File: src/rtl/spiBootPkg.sv
package spiBootPkg;

  localparam int STRAP_W = 13;
  localparam logic [2:0] DEV_SPI = 3'b110;
  localparam logic [7:0] READ_CMD = 8'h03;
  localparam logic [1:0] CSF_CS0 = 2'b10;
  localparam logic [1:0] CSF_CS1 = 2'b01;
  localparam logic [1:0] CLKF_PH1 = 2'd0;
  localparam logic [1:0] CLKF_PH0 = 2'd2;
  localparam logic [2:0] HDR_NONE = 3'd4;

  typedef enum logic [2:0] {
    ST_IDLE,
    ST_SETUP,
    ST_XFER,
    ST_OUTB,
    ST_GAP
  } fetchState_t;

  typedef struct packed {
    logic isSpi;
    logic cfgErr;
    logic cpha;
    logic addr24;
    logic useCs1;
  } bootCfg_t;

  typedef struct packed {
    logic       latch;
    logic       load;
    logic [2:0] hdrSel;
    logic       drive;
    logic       sample;
    logic       csOn;
  } spiStrobe_t;

endpackage

File: src/rtl/spiBootDatapath.sv
module spiBootDatapath
  import spiBootPkg::*;
(
  input  logic               clk,
  input  logic               rstN,
  input  logic [STRAP_W-1:0] strap,
  input  spiStrobe_t         strobe,
  input  logic               miso,
  output bootCfg_t           cfg,
  output logic               cs0N,
  output logic               cs1N,
  output logic               mosi,
  output logic [7:0]         rxByte
);

  logic [STRAP_W-1:0] strapQ;
  logic [7:0] txQ, rxQ, hdrByte;
  logic       mosiQ;
  logic [2:0] devF;
  logic [3:0] idxF;
  logic [1:0] csF, clkF;
  logic       awF, pinF;
  logic [23:0] baseAddr;

  always_comb begin
    devF = strapQ[2:0];
    idxF = strapQ[6:3];
    csF  = strapQ[8:7];
    awF  = strapQ[9];
    pinF = strapQ[10];
    clkF = strapQ[12:11];
    baseAddr = {13'd0, idxF, 7'd0};
    cfg.isSpi  = (devF == DEV_SPI);
    cfg.cfgErr = !(csF == CSF_CS0 || csF == CSF_CS1) || pinF ||
                 !(clkF == CLKF_PH0 || clkF == CLKF_PH1);
    cfg.cpha   = (clkF == CLKF_PH1);
    cfg.addr24 = awF;
    cfg.useCs1 = (csF == CSF_CS1);
  end

  always_comb begin
    case (strobe.hdrSel)
      3'd0:    hdrByte = READ_CMD;
      3'd1:    hdrByte = awF ? baseAddr[23:16] : baseAddr[15:8];
      3'd2:    hdrByte = awF ? baseAddr[15:8] : baseAddr[7:0];
      3'd3:    hdrByte = awF ? baseAddr[7:0] : 8'h00;
      default: hdrByte = 8'h00;
    endcase
  end

  always_ff @(posedge clk or negedge rstN) begin
    if (!rstN) begin
      strapQ <= '0;
      txQ    <= '0;
      rxQ    <= '0;
      mosiQ  <= 1'b0;
    end else begin
      if (strobe.latch) strapQ <= strap;
      if (strobe.load) begin
        if (cfg.cpha) begin
          txQ <= hdrByte;
        end else begin
          mosiQ <= hdrByte[7];
          txQ   <= {hdrByte[6:0], 1'b0};
        end
      end else if (strobe.drive) begin
        mosiQ <= txQ[7];
        txQ   <= {txQ[6:0], 1'b0};
      end
      if (strobe.sample) rxQ <= {rxQ[6:0], miso};
    end
  end

  assign cs0N   = !(strobe.csOn && !cfg.useCs1);
  assign cs1N   = !(strobe.csOn && cfg.useCs1);
  assign mosi   = mosiQ;
  assign rxByte = rxQ;

  AST_CS_ONLY_LEGAL: assert property (@(posedge clk) disable iff (!rstN)
    strobe.csOn |-> (csF == CSF_CS0 || csF == CSF_CS1));

  AST_STRAP_FROZEN: assert property (@(posedge clk) disable iff (!rstN)
    !strobe.latch |=> $stable(strapQ));

endmodule

File: src/rtl/spiBootCtrl.sv
module spiBootCtrl
  import spiBootPkg::*;
#(
  parameter int CLK_DIV    = 4,
  parameter int BYTE_COUNT = 6
) (
  input  logic       clk,
  input  logic       rstN,
  input  logic       start,
  input  bootCfg_t   cfg,
  input  logic       outReady,
  output spiStrobe_t strobe,
  output logic       sclk,
  output logic       outValid,
  output logic       done,
  output logic       err
);

  localparam int HALF    = CLK_DIV / 2;
  localparam int HCW     = (HALF > 1) ? $clog2(HALF) : 1;
  localparam int MAX_BY  = 4 + BYTE_COUNT;
  localparam int BIW     = $clog2(MAX_BY + 1);
  localparam int GW      = $clog2(CLK_DIV + 1);

  fetchState_t    state;
  logic [HCW-1:0] halfCnt;
  logic           phaseHi;
  logic [2:0]     bitIdx;
  logic [BIW-1:0] byteIdx, hdrLen, nextIdx;
  logic [GW-1:0]  gapCnt;
  logic           csOnQ, errQ;
  logic           halfEnd, rise, fall, byteEnd, rxPhase, lastOut;

  always_comb begin
    halfEnd = (halfCnt == HCW'(HALF - 1));
    rise    = (state == ST_XFER) && !phaseHi && halfEnd;
    fall    = (state == ST_XFER) && phaseHi && halfEnd;
    byteEnd = fall && (bitIdx == 3'd7);
    hdrLen  = cfg.addr24 ? BIW'(4) : BIW'(3);
    rxPhase = (byteIdx >= hdrLen);
    lastOut = (byteIdx == hdrLen + BIW'(BYTE_COUNT));
    nextIdx = byteIdx + 1'b1;

    strobe.latch  = (state == ST_IDLE) && start;
    strobe.load   = ((state == ST_SETUP) && cfg.isSpi && !cfg.cfgErr) ||
                    (byteEnd && !rxPhase) ||
                    ((state == ST_OUTB) && outReady && !lastOut);
    if (state == ST_SETUP)          strobe.hdrSel = 3'd0;
    else if (nextIdx > BIW'(4))     strobe.hdrSel = HDR_NONE;
    else                            strobe.hdrSel = nextIdx[2:0];
    strobe.drive  = cfg.cpha ? rise : (fall && bitIdx != 3'd7);
    strobe.sample = cfg.cpha ? fall : rise;
    strobe.csOn   = csOnQ;
  end

  always_ff @(posedge clk or negedge rstN) begin
    if (!rstN) begin
      state   <= ST_IDLE;
      halfCnt <= '0;
      phaseHi <= 1'b0;
      bitIdx  <= '0;
      byteIdx <= '0;
      gapCnt  <= '0;
      csOnQ   <= 1'b0;
      errQ    <= 1'b0;
    end else begin
      case (state)
        ST_IDLE: if (start) begin
          errQ  <= 1'b0;
          state <= ST_SETUP;
        end
        ST_SETUP: begin
          if (!cfg.isSpi) begin
            state <= ST_IDLE;
          end else if (cfg.cfgErr) begin
            errQ  <= 1'b1;
            state <= ST_IDLE;
          end else begin
            csOnQ   <= 1'b1;
            halfCnt <= '0;
            phaseHi <= 1'b0;
            bitIdx  <= '0;
            byteIdx <= '0;
            state   <= ST_XFER;
          end
        end
        ST_XFER: begin
          if (halfEnd) begin
            halfCnt <= '0;
            phaseHi <= !phaseHi;
          end else begin
            halfCnt <= halfCnt + 1'b1;
          end
          if (fall) begin
            if (bitIdx == 3'd7) begin
              bitIdx  <= '0;
              byteIdx <= nextIdx;
              if (rxPhase) state <= ST_OUTB;
            end else begin
              bitIdx <= bitIdx + 1'b1;
            end
          end
        end
        ST_OUTB: if (outReady) begin
          if (lastOut) begin
            csOnQ  <= 1'b0;
            gapCnt <= '0;
            state  <= ST_GAP;
          end else begin
            state <= ST_XFER;
          end
        end
        ST_GAP: begin
          if (gapCnt == GW'(CLK_DIV)) state <= ST_IDLE;
          else gapCnt <= gapCnt + 1'b1;
        end
        default: state <= ST_IDLE;
      endcase
    end
  end

  assign sclk     = phaseHi;
  assign outValid = (state == ST_OUTB);
  assign done     = (state == ST_GAP) && (gapCnt == GW'(CLK_DIV));
  assign err      = errQ;

  AST_PARKED_WHILE_VALID: assert property (@(posedge clk) disable iff (!rstN)
    outValid |-> !sclk);
  AST_VALID_UNTIL_TAKEN: assert property (@(posedge clk) disable iff (!rstN)
    outValid && !outReady |=> outValid);
  AST_ERR_NO_SELECT: assert property (@(posedge clk) disable iff (!rstN)
    err |-> !strobe.csOn);
  AST_DONE_AFTER_RELEASE: assert property (@(posedge clk) disable iff (!rstN)
    done |-> !strobe.csOn && $past(!strobe.csOn));
  AST_NONSPI_QUIET: assert property (@(posedge clk) disable iff (!rstN)
    (state == ST_SETUP) && !cfg.isSpi |=> !err && !strobe.csOn);

endmodule

File: src/rtl/spiBootReader.sv
module spiBootReader
  import spiBootPkg::*;
#(
  parameter int CLK_DIV    = 4,
  parameter int BYTE_COUNT = 6
) (
  input  logic        clk,
  input  logic        rstN,
  input  logic [12:0] strap,
  input  logic        start,
  input  logic        miso,
  output logic        sclk,
  output logic        mosi,
  output logic        cs0N,
  output logic        cs1N,
  output logic [7:0]  outByte,
  output logic        outValid,
  input  logic        outReady,
  output logic        done,
  output logic        err
);

  bootCfg_t   cfg;
  spiStrobe_t strobe;

  spiBootCtrl #(.CLK_DIV(CLK_DIV), .BYTE_COUNT(BYTE_COUNT)) u_ctrl (
    .clk(clk), .rstN(rstN), .start(start), .cfg(cfg), .outReady(outReady),
    .strobe(strobe), .sclk(sclk), .outValid(outValid), .done(done), .err(err)
  );

  spiBootDatapath u_dp (
    .clk(clk), .rstN(rstN), .strap(strap), .strobe(strobe), .miso(miso),
    .cfg(cfg), .cs0N(cs0N), .cs1N(cs1N), .mosi(mosi), .rxByte(outByte)
  );

  AST_BYTE_HELD: assert property (@(posedge clk) disable iff (!rstN)
    outValid && !outReady |=> $stable(outByte));

endmodule

File: config.mk
export PLATFORM = sky130hd
export DESIGN_NAME = spiBootReader
export DESIGN_NICKNAME = d
export VERILOG_FILES = /design/src/rtl/spiBootPkg.sv /design/src/rtl/spiBootDatapath.sv /design/src/rtl/spiBootCtrl.sv /design/src/rtl/spiBootReader.sv
export SDC_FILE = /design/constraint.sdc
export NUM_CORES = 1
export LEC_CHECK = 0
export BUFFER_PORTS_ARGS = -buffer_cell sky130_fd_sc_hd__buf_2
export CAP_MARGIN = 20
export CORE_ASPECT_RATIO = 0.7
export CORE_UTILIZATION = 59
export CTS_BUF_LIST = sky130_fd_sc_hd__clkbuf_2
export DETAILED_ROUTE_END_ITERATION = 8
export HOLD_SLACK_MARGIN = 0.02
export PLACE_DENSITY = 0.81
export SYNTH_ARGS = -nofsm -noshare
export SYNTH_HDL_FRONTEND = slang
export SYNTH_SLANG_ARGS = --single-unit
File: constraint.sdc
create_clock -name clk -period 2.8 [get_ports clk]
set_clock_uncertainty 0.1 [all_clocks]
set_input_delay 0.42 -clock clk [delete_from_list [all_inputs] [get_ports clk]]
set_output_delay 0.42 -clock clk [all_outputs]
set_load 0.02 [all_outputs]
Word level (Yosys, flattened, before mapping)

Index checks and enable logic that the tools add are counted.

Word-level logic and storage cells: 148
Input bits: 18
Bits in latches: 0
Memory bits (writable): 0
Memories: 0
Register bits after elaboration: 47
Bits in read-only memories: 0

Reduce and logical (&&, ||, !) cells: 47
Mux-type cells: 54
Shift operators: 0
Divide/modulo/power cells: 0
Magnitude comparators: 2
$mul: 0
Add/sub/neg operators: 5
Bitwise logic cells: 0
Equality and inequality tests: 28

Operator list:

| kind                                                  | number |
|---|---|
| two-way mux 3 bit                                     | 19 |
| two-way mux 8 bit                                     | 5 |
| one-hot mux 8 bit (4 select lines)                    | 1 |
| two-way mux 1 bit                                     | 16 |
| two-way mux 4 bit                                     | 4 |
| inequality test 2 x 1 -> 1 bit, second input constant | 8 |
| AND reduction 4 bit                                   | 4 |
| logical AND 1 bit                                     | 15 |
| one-hot mux 3 bit (5 select lines)                    | 1 |
| equality test 3 x 2 -> 1 bit, second input constant   | 4 |
| equality test 3 bit, second input constant            | 4 |
| one-hot mux 3 bit (2 select lines)                    | 2 |
| inequality test 2 bit, second input constant          | 5 |
| AND reduction 5 bit                                   | 2 |
| nonzero test 2 bit                                    | 5 |
| zero test 1 bit                                       | 9 |
| one-hot mux 1 bit (2 select lines)                    | 4 |
| one-hot mux 4 bit (2 select lines)                    | 1 |
| adder 3 x 1 -> 3 bit, second input constant           | 2 |
| equality test 3 x 1 -> 1 bit, second input constant   | 2 |
| zero test 3 bit                                       | 2 |
| logical OR 1 bit                                      | 6 |
| AND reduction 6 bit                                   | 1 |
| adder 4 x 1 -> 4 bit, second input constant           | 1 |
| 12 further kinds                                      | 13 |

Logic depth before layout (Yosys ltp)

Word-level depth: 11
Mapped depth: 9

Modules after synthesis

From an unflattened synthesis, not the netlist that was laid out.

Cells, all modules: 240
Area total of the unflattened synthesis: 2523.7 µm²

By module, submodules not included:

| module          | cells each | instances | seq. area each (µm²) | area an instance (µm²) |
|---|---|---|---|---|
| spiBootDatapath | 106        | 1         | 750.7                | 1358.8 |
| spiBootCtrl     | 134        | 1         | 425.4                | 1164.9 |

Least setup slack after synthesis

OpenSTA, ideal clock, no wires.

Path type: reg2reg
Start point: register u_ctrl.byteIdx[0]
End point: register u_dp.mosiQ (netlist: u_dp.mosi)
Slack: 777 ps
Path buffers: 1
Arrival: 1796 ps
Clock period less this slack: 2023 ps
Required time: 2574 ps
Stages on the path, launching flop included: 9
Path through: dfrtp_1 -> clkbuf_1 -> inv_1 -> ha_1 -> and4bb_2 -> nor3b_1 -> a211o_4 -> a211oi_2 -> a211oi_2

Longest elaborated chain between the ends: 8
Elaborated cells on any way between the ends: 22
Those cells by class: add/sub: 1; order compare: 2; eq/ne: 5; mux: 5; reduce/logical: 9

RTL lines:

| what                                                       | RTL line              | text |
|---|---|---|
| start, declared                                            | spiBootCtrl.sv:29     | `logic [BIW-1:0] byteIdx, hdrLen, nextIdx;` |
| start signal, assigned                                     | spiBootCtrl.sv:97     | `byteIdx <= nextIdx;` |
| adder 4 x 1 -> 4 bit                                       | spiBootCtrl.sv:42     | `nextIdx = byteIdx + 1'b1;` |
| > comparator 4 x 3 -> 1 bit                                | spiBootCtrl.sv:49     | `else if (nextIdx > BIW'(4)) strobe.hdrSel = HDR_NONE;` |
| two-way mux 3 bit                                          | spiBootCtrl.sv:49     |  |
| two-way mux 3 bit                                          | spiBootCtrl.sv:48     | `if (state == ST_SETUP) strobe.hdrSel = 3'd0;` |
| equality test 3 x 2 -> 1 bit, or another cell as far along | spiBootDatapath.sv:42 | `case (strobe.hdrSel)` |
| one-hot mux 8 bit (4 select lines)                         | spiBootDatapath.sv:42 |  |
| two-way mux 1 bit                                          | spiBootDatapath.sv:60 | `if (cfg.cpha) begin` |
| two-way mux 1 bit                                          | spiBootDatapath.sv:59 | `if (strobe.load) begin` |
| end signal, assigned                                       | spiBootDatapath.sv:63 | `mosiQ <= hdrByte[7];` |
| end signal, assigned                                       | spiBootDatapath.sv:67 | `mosiQ <= txQ[7];` |
| end, declared                                              | spiBootDatapath.sv:18 | `logic mosiQ;` |

Parallel ways exist; a longest one is shown, timed or not. The select of a mux whose other input is x is not followed.
A chain may end at the register's enable or synchronous reset.

Final worst setup path

Start point: register u_ctrl.state[2]
End point: output port done

Longest elaborated chain between the ends: 2

RTL lines:

| what                   | RTL line            | text |
|---|---|---|
| start, declared        | spiBootCtrl.sv:25   | `fetchState_t state;` |
| start signal, assigned | spiBootCtrl.sv:58   | `state <= ST_IDLE;` |
| start signal, assigned | spiBootCtrl.sv:70   | `state <= ST_SETUP;` |
| start signal, assigned | spiBootCtrl.sv:74   | `state <= ST_IDLE;` |
| equality test 3 bit    | spiBootCtrl.sv:124  | `assign done = (state == ST_GAP) && (gapCnt == GW'(CLK_DIV));` |
| logical AND 1 bit      | spiBootCtrl.sv:124  |  |
| end, declared          | spiBootReader.sv:19 | `output logic done,` |

No other way between the ends.

==> metrics.yaml <==
placed_design:
  hpwl_um: 3570
  numPortBuffers: 32
  post_dp_cell_area_um2: 2660
  dpl_worst_slack_ns: 0.676
  place_congestion: 0.842
min_path:
  hold_path_class: "in2reg"
  hold_start: "strap[8]"
  whs_endpoint: "u_dp.strapQ[8]"
  hold_depth: 3
floorplan:
  die_h_um: 56.3
  core-area_um2: 3970
  ios: 33
  rows: 19
  dieArea_um2: 4480
  initial_core_util: 0.626
  fp.dieW_um: 79.6
route:
  wire_per_inst_um: 14.6
  first_pass_iters: 4
  via_count: 1822
  drtIter0Drc: 112
  avgViaCountPerCell: 5.62
  drc_errors: 0
  antenna_left: 0
  wirelength_um: 4730
logic_synthesis:
  synthSimpleGateAreaFrac: 0.198
  synth_warnings: 0
  synthXorXnorAreaFrac: 0.0106
  synth_flop_cell: "dfrtp_1"
  yosysSeqAreaShare: 0.473
  ys_types: 53
  syn_nets: 265
  synth_area_leaders: "dfrtp_1 (47%), mux2_2 (8.2%), ha_1 (4.5%)"
  synth_compound_area_frac: 0.133
  syn_avg_cell_area_um2: 10.4
  synth_edf_count: 0
  synth_mux_area_frac: 0.0896
  syn_inst: 238
  async_flop_share: 1.00
  synth_fa_ha_area_frac: 0.0453
  synth_seq_cells: 47
  yosys.area.top_type: "dfrtp_1"
  netlist_area_um2: 2480
  synth_top_area_frac: 0.473
  synth_top_family_by_area: "simple AND/OR/NAND/NOR gates"
grt:
  grt_antenna_before_repair: 0
  grt_max_degree: 28
  overflow: 0
  grt_pass1_wl_um: 8360
  grt_util_all_layers: 0.244
  grt_pass1_vias: 1802
setup_path:
  slowest_stage: "dfrtp_1"
  cp_slowest_stage_delay_ns: 0.61
  arrival_ns: 1.81
  required_ns: 2.28
  rr_startpoint: "u_dp.strapQ[7]"
  rrSetupSlack_ns: 0.63
  critPathKind: "reg2out"
  rr_endpoint: "u_ctrl.byteIdx[3]"
  reg2regPathDepth: 6
  crit_chain: "or3b_2 -> nor2_1 -> buf_2"
  crit_fanout: 8
  end_kind: "primary output"
  startpoint_type: "flop"
clocking:
  post_cts.repair.setup_buffers: 0
  clock_path_buffers: 2
  h-tree-depth: 2
  cts_buffers: 5
  clk_latency_ns: 0.41
  clockRootBuffer: "clkbuf_2"
  path_clk_slew_ns: 0.24
  cts_tree: "built"
  cts_sinks: 47
  hold_buffers: 1
  cts_resized: 0
run_status:
  status: "completed"
power_and_ir_drop:
  pwr_density_cell_nw_per_um2: 945
  total_leakage_power_nw: 1.29
  vdd.ir_drop.worst_uv: 760
  p_total_mw: 2.57
cells_and_area:
  layout-drive-gt1-share: 0.268
  antenna_cells: 0
  nets: 298
  stdcell_area_um2: 2720
  syn2layout_area_growth_pct: 9.32
timing:
  fmax_ghz: 0.430
  fin_tns_setup_ns: 0
  finalSetupViolCount: 0
  hold_viol: 0
  min_period_ns: 2.33
  rsz0062_at_grt: "no"
  worstMarginPinSlew_ns: 0.629
  post-route-period-util: 0.831
  setup_ws_ns: 0.474
  slew_headroom: 0.579
  slew_violations: 0
job:
  maxCapViolCount: 0
power breakdown:
group	switching [mW]	total, mW	leakage (nW)	internal (mW)
clock network	0.226	0.291	0.0333	0.0658
registers	0.225	1.17	0.596	0.946
logic	0.603	1.10	0.659	0.501
state kept, by name, indices dropped and copies added, names as in the netlist:
signal	flops
u_dp.rxByte	8
u_dp.strapQ	13
u_ctrl.gapCnt	3
u_dp.txQ	8
u_ctrl.bitIdx	3
u_ctrl.state	3
u_ctrl.sclk	1
u_ctrl.csOnQ	1
u_ctrl.halfCnt	1
u_dp.mosi	1
u_ctrl.byteIdx	4
u_ctrl.err	1
cell type report:
class	instances	area (um2)
Multi-Input combinational cell	168	1190
Sequential cell	47	1180
Fill cell	299	1250
Clock inverter	3	22.5
Inverter	13	48.8
Tap cell	52	65.1
Timing Repair Buffer	36	193
Clock buffer	5	25.0
cell families after synthesis:
logic type	count (synthesis)
AO/OA/AOI/OAI	48
XOR/XNOR	3
flip-flops	47
multiplexers	20
buffers and inverters	23
adder cells (fa/ha/maj)	9
AND/OR/NAND/NOR	88
cells in the final DEF (no fill, tap or decap), types with 2 or more instances in the layout:
cell and n:
nor2_1 14, xor2_1 2, buf_4 3, a211oi_2 2, nand2_1 29, mux2_2 18
o21ai_1 6, nand2b_1 5, and2_1 4, clkbuf_2 5, nand3_1 9, a21oi_1 6
nand3b_1 4, nand4_1 3, ha_1 9, nor2b_1 2, dfrtp_1 47, o31ai_1 2
and3_1 4, o21ai_0 14, o2111ai_1 2, o22ai_1 2, nor3_1 3, buf_2 32
mux2i_1 2, inv_1 13
worst max-delay path, delay by kind of cell, from the launching register on:
kind / cells / cell delay (ns)
buffers and inverters: 1 / 0.16
and+or+nand+nor: 2 / 0.63
DFF: 1 / 0.61
routing by layer:
metal,share of wire,global-route usage,up-vias
li1,-,-,910
met1,0.50,0.364,864
met2,0.45,0.365,42
met3,0.042,0.0488,6
met4,0.012,0.0623,0
met5,0,0,-
synthesized netlist by cell type, types with 2 or more instances:
library cell and count:
ha_1 9, o31ai_1 2, nand3_1 9, dfrtp_1 47, mux2_2 18, a211oi_2 2, o2111ai_1 2, o21ai_0 14
and2_1 4, nand4_1 3, mux2i_1 2, buf_2 4, xor2_1 2, nor2b_1 2, and3_1 4, nor2_1 14
inv_1 13, nand2_1 29, nand3b_1 4, buf_6 4, a21oi_1 6, o21ai_1 6, o22ai_1 2, nand2b_1 5
nor3_1 3
metrics by stage:
stage          utilization  std cells  hold WS, ns
2_1_floorplan            -        238       0.0244
3_3_place_gp         0.670        315        0.299
3_5_place_dp         0.670        315        0.297
4_1_cts              0.684        324       0.0868
5_1_grt              0.684        324       0.0679
6_report             0.684        324       0.0962
worst max-delay path by stage:
| stage | start | depth (start not counted) | slack (ns) | to |
|---|---|---|---|---|
| floorplan | u_ctrl.byteIdx[0] | 8 | 0.78 | u_dp.mosi |
| global placement | u_dp.strapQ[7] | 6 | 0.74 | u_ctrl.byteIdx[3] |
| detailed placement | u_ctrl.bitIdx[0] | 7 | 0.68 | u_dp.txQ[3] |
| CTS | u_ctrl.state[2] | 3 | 0.47 | done |
| global route | u_ctrl.state[2] | 3 | 0.37 | done |
| finish | u_ctrl.state[2] | 3 | 0.47 | done |
(Power assumes the default switching activity.)
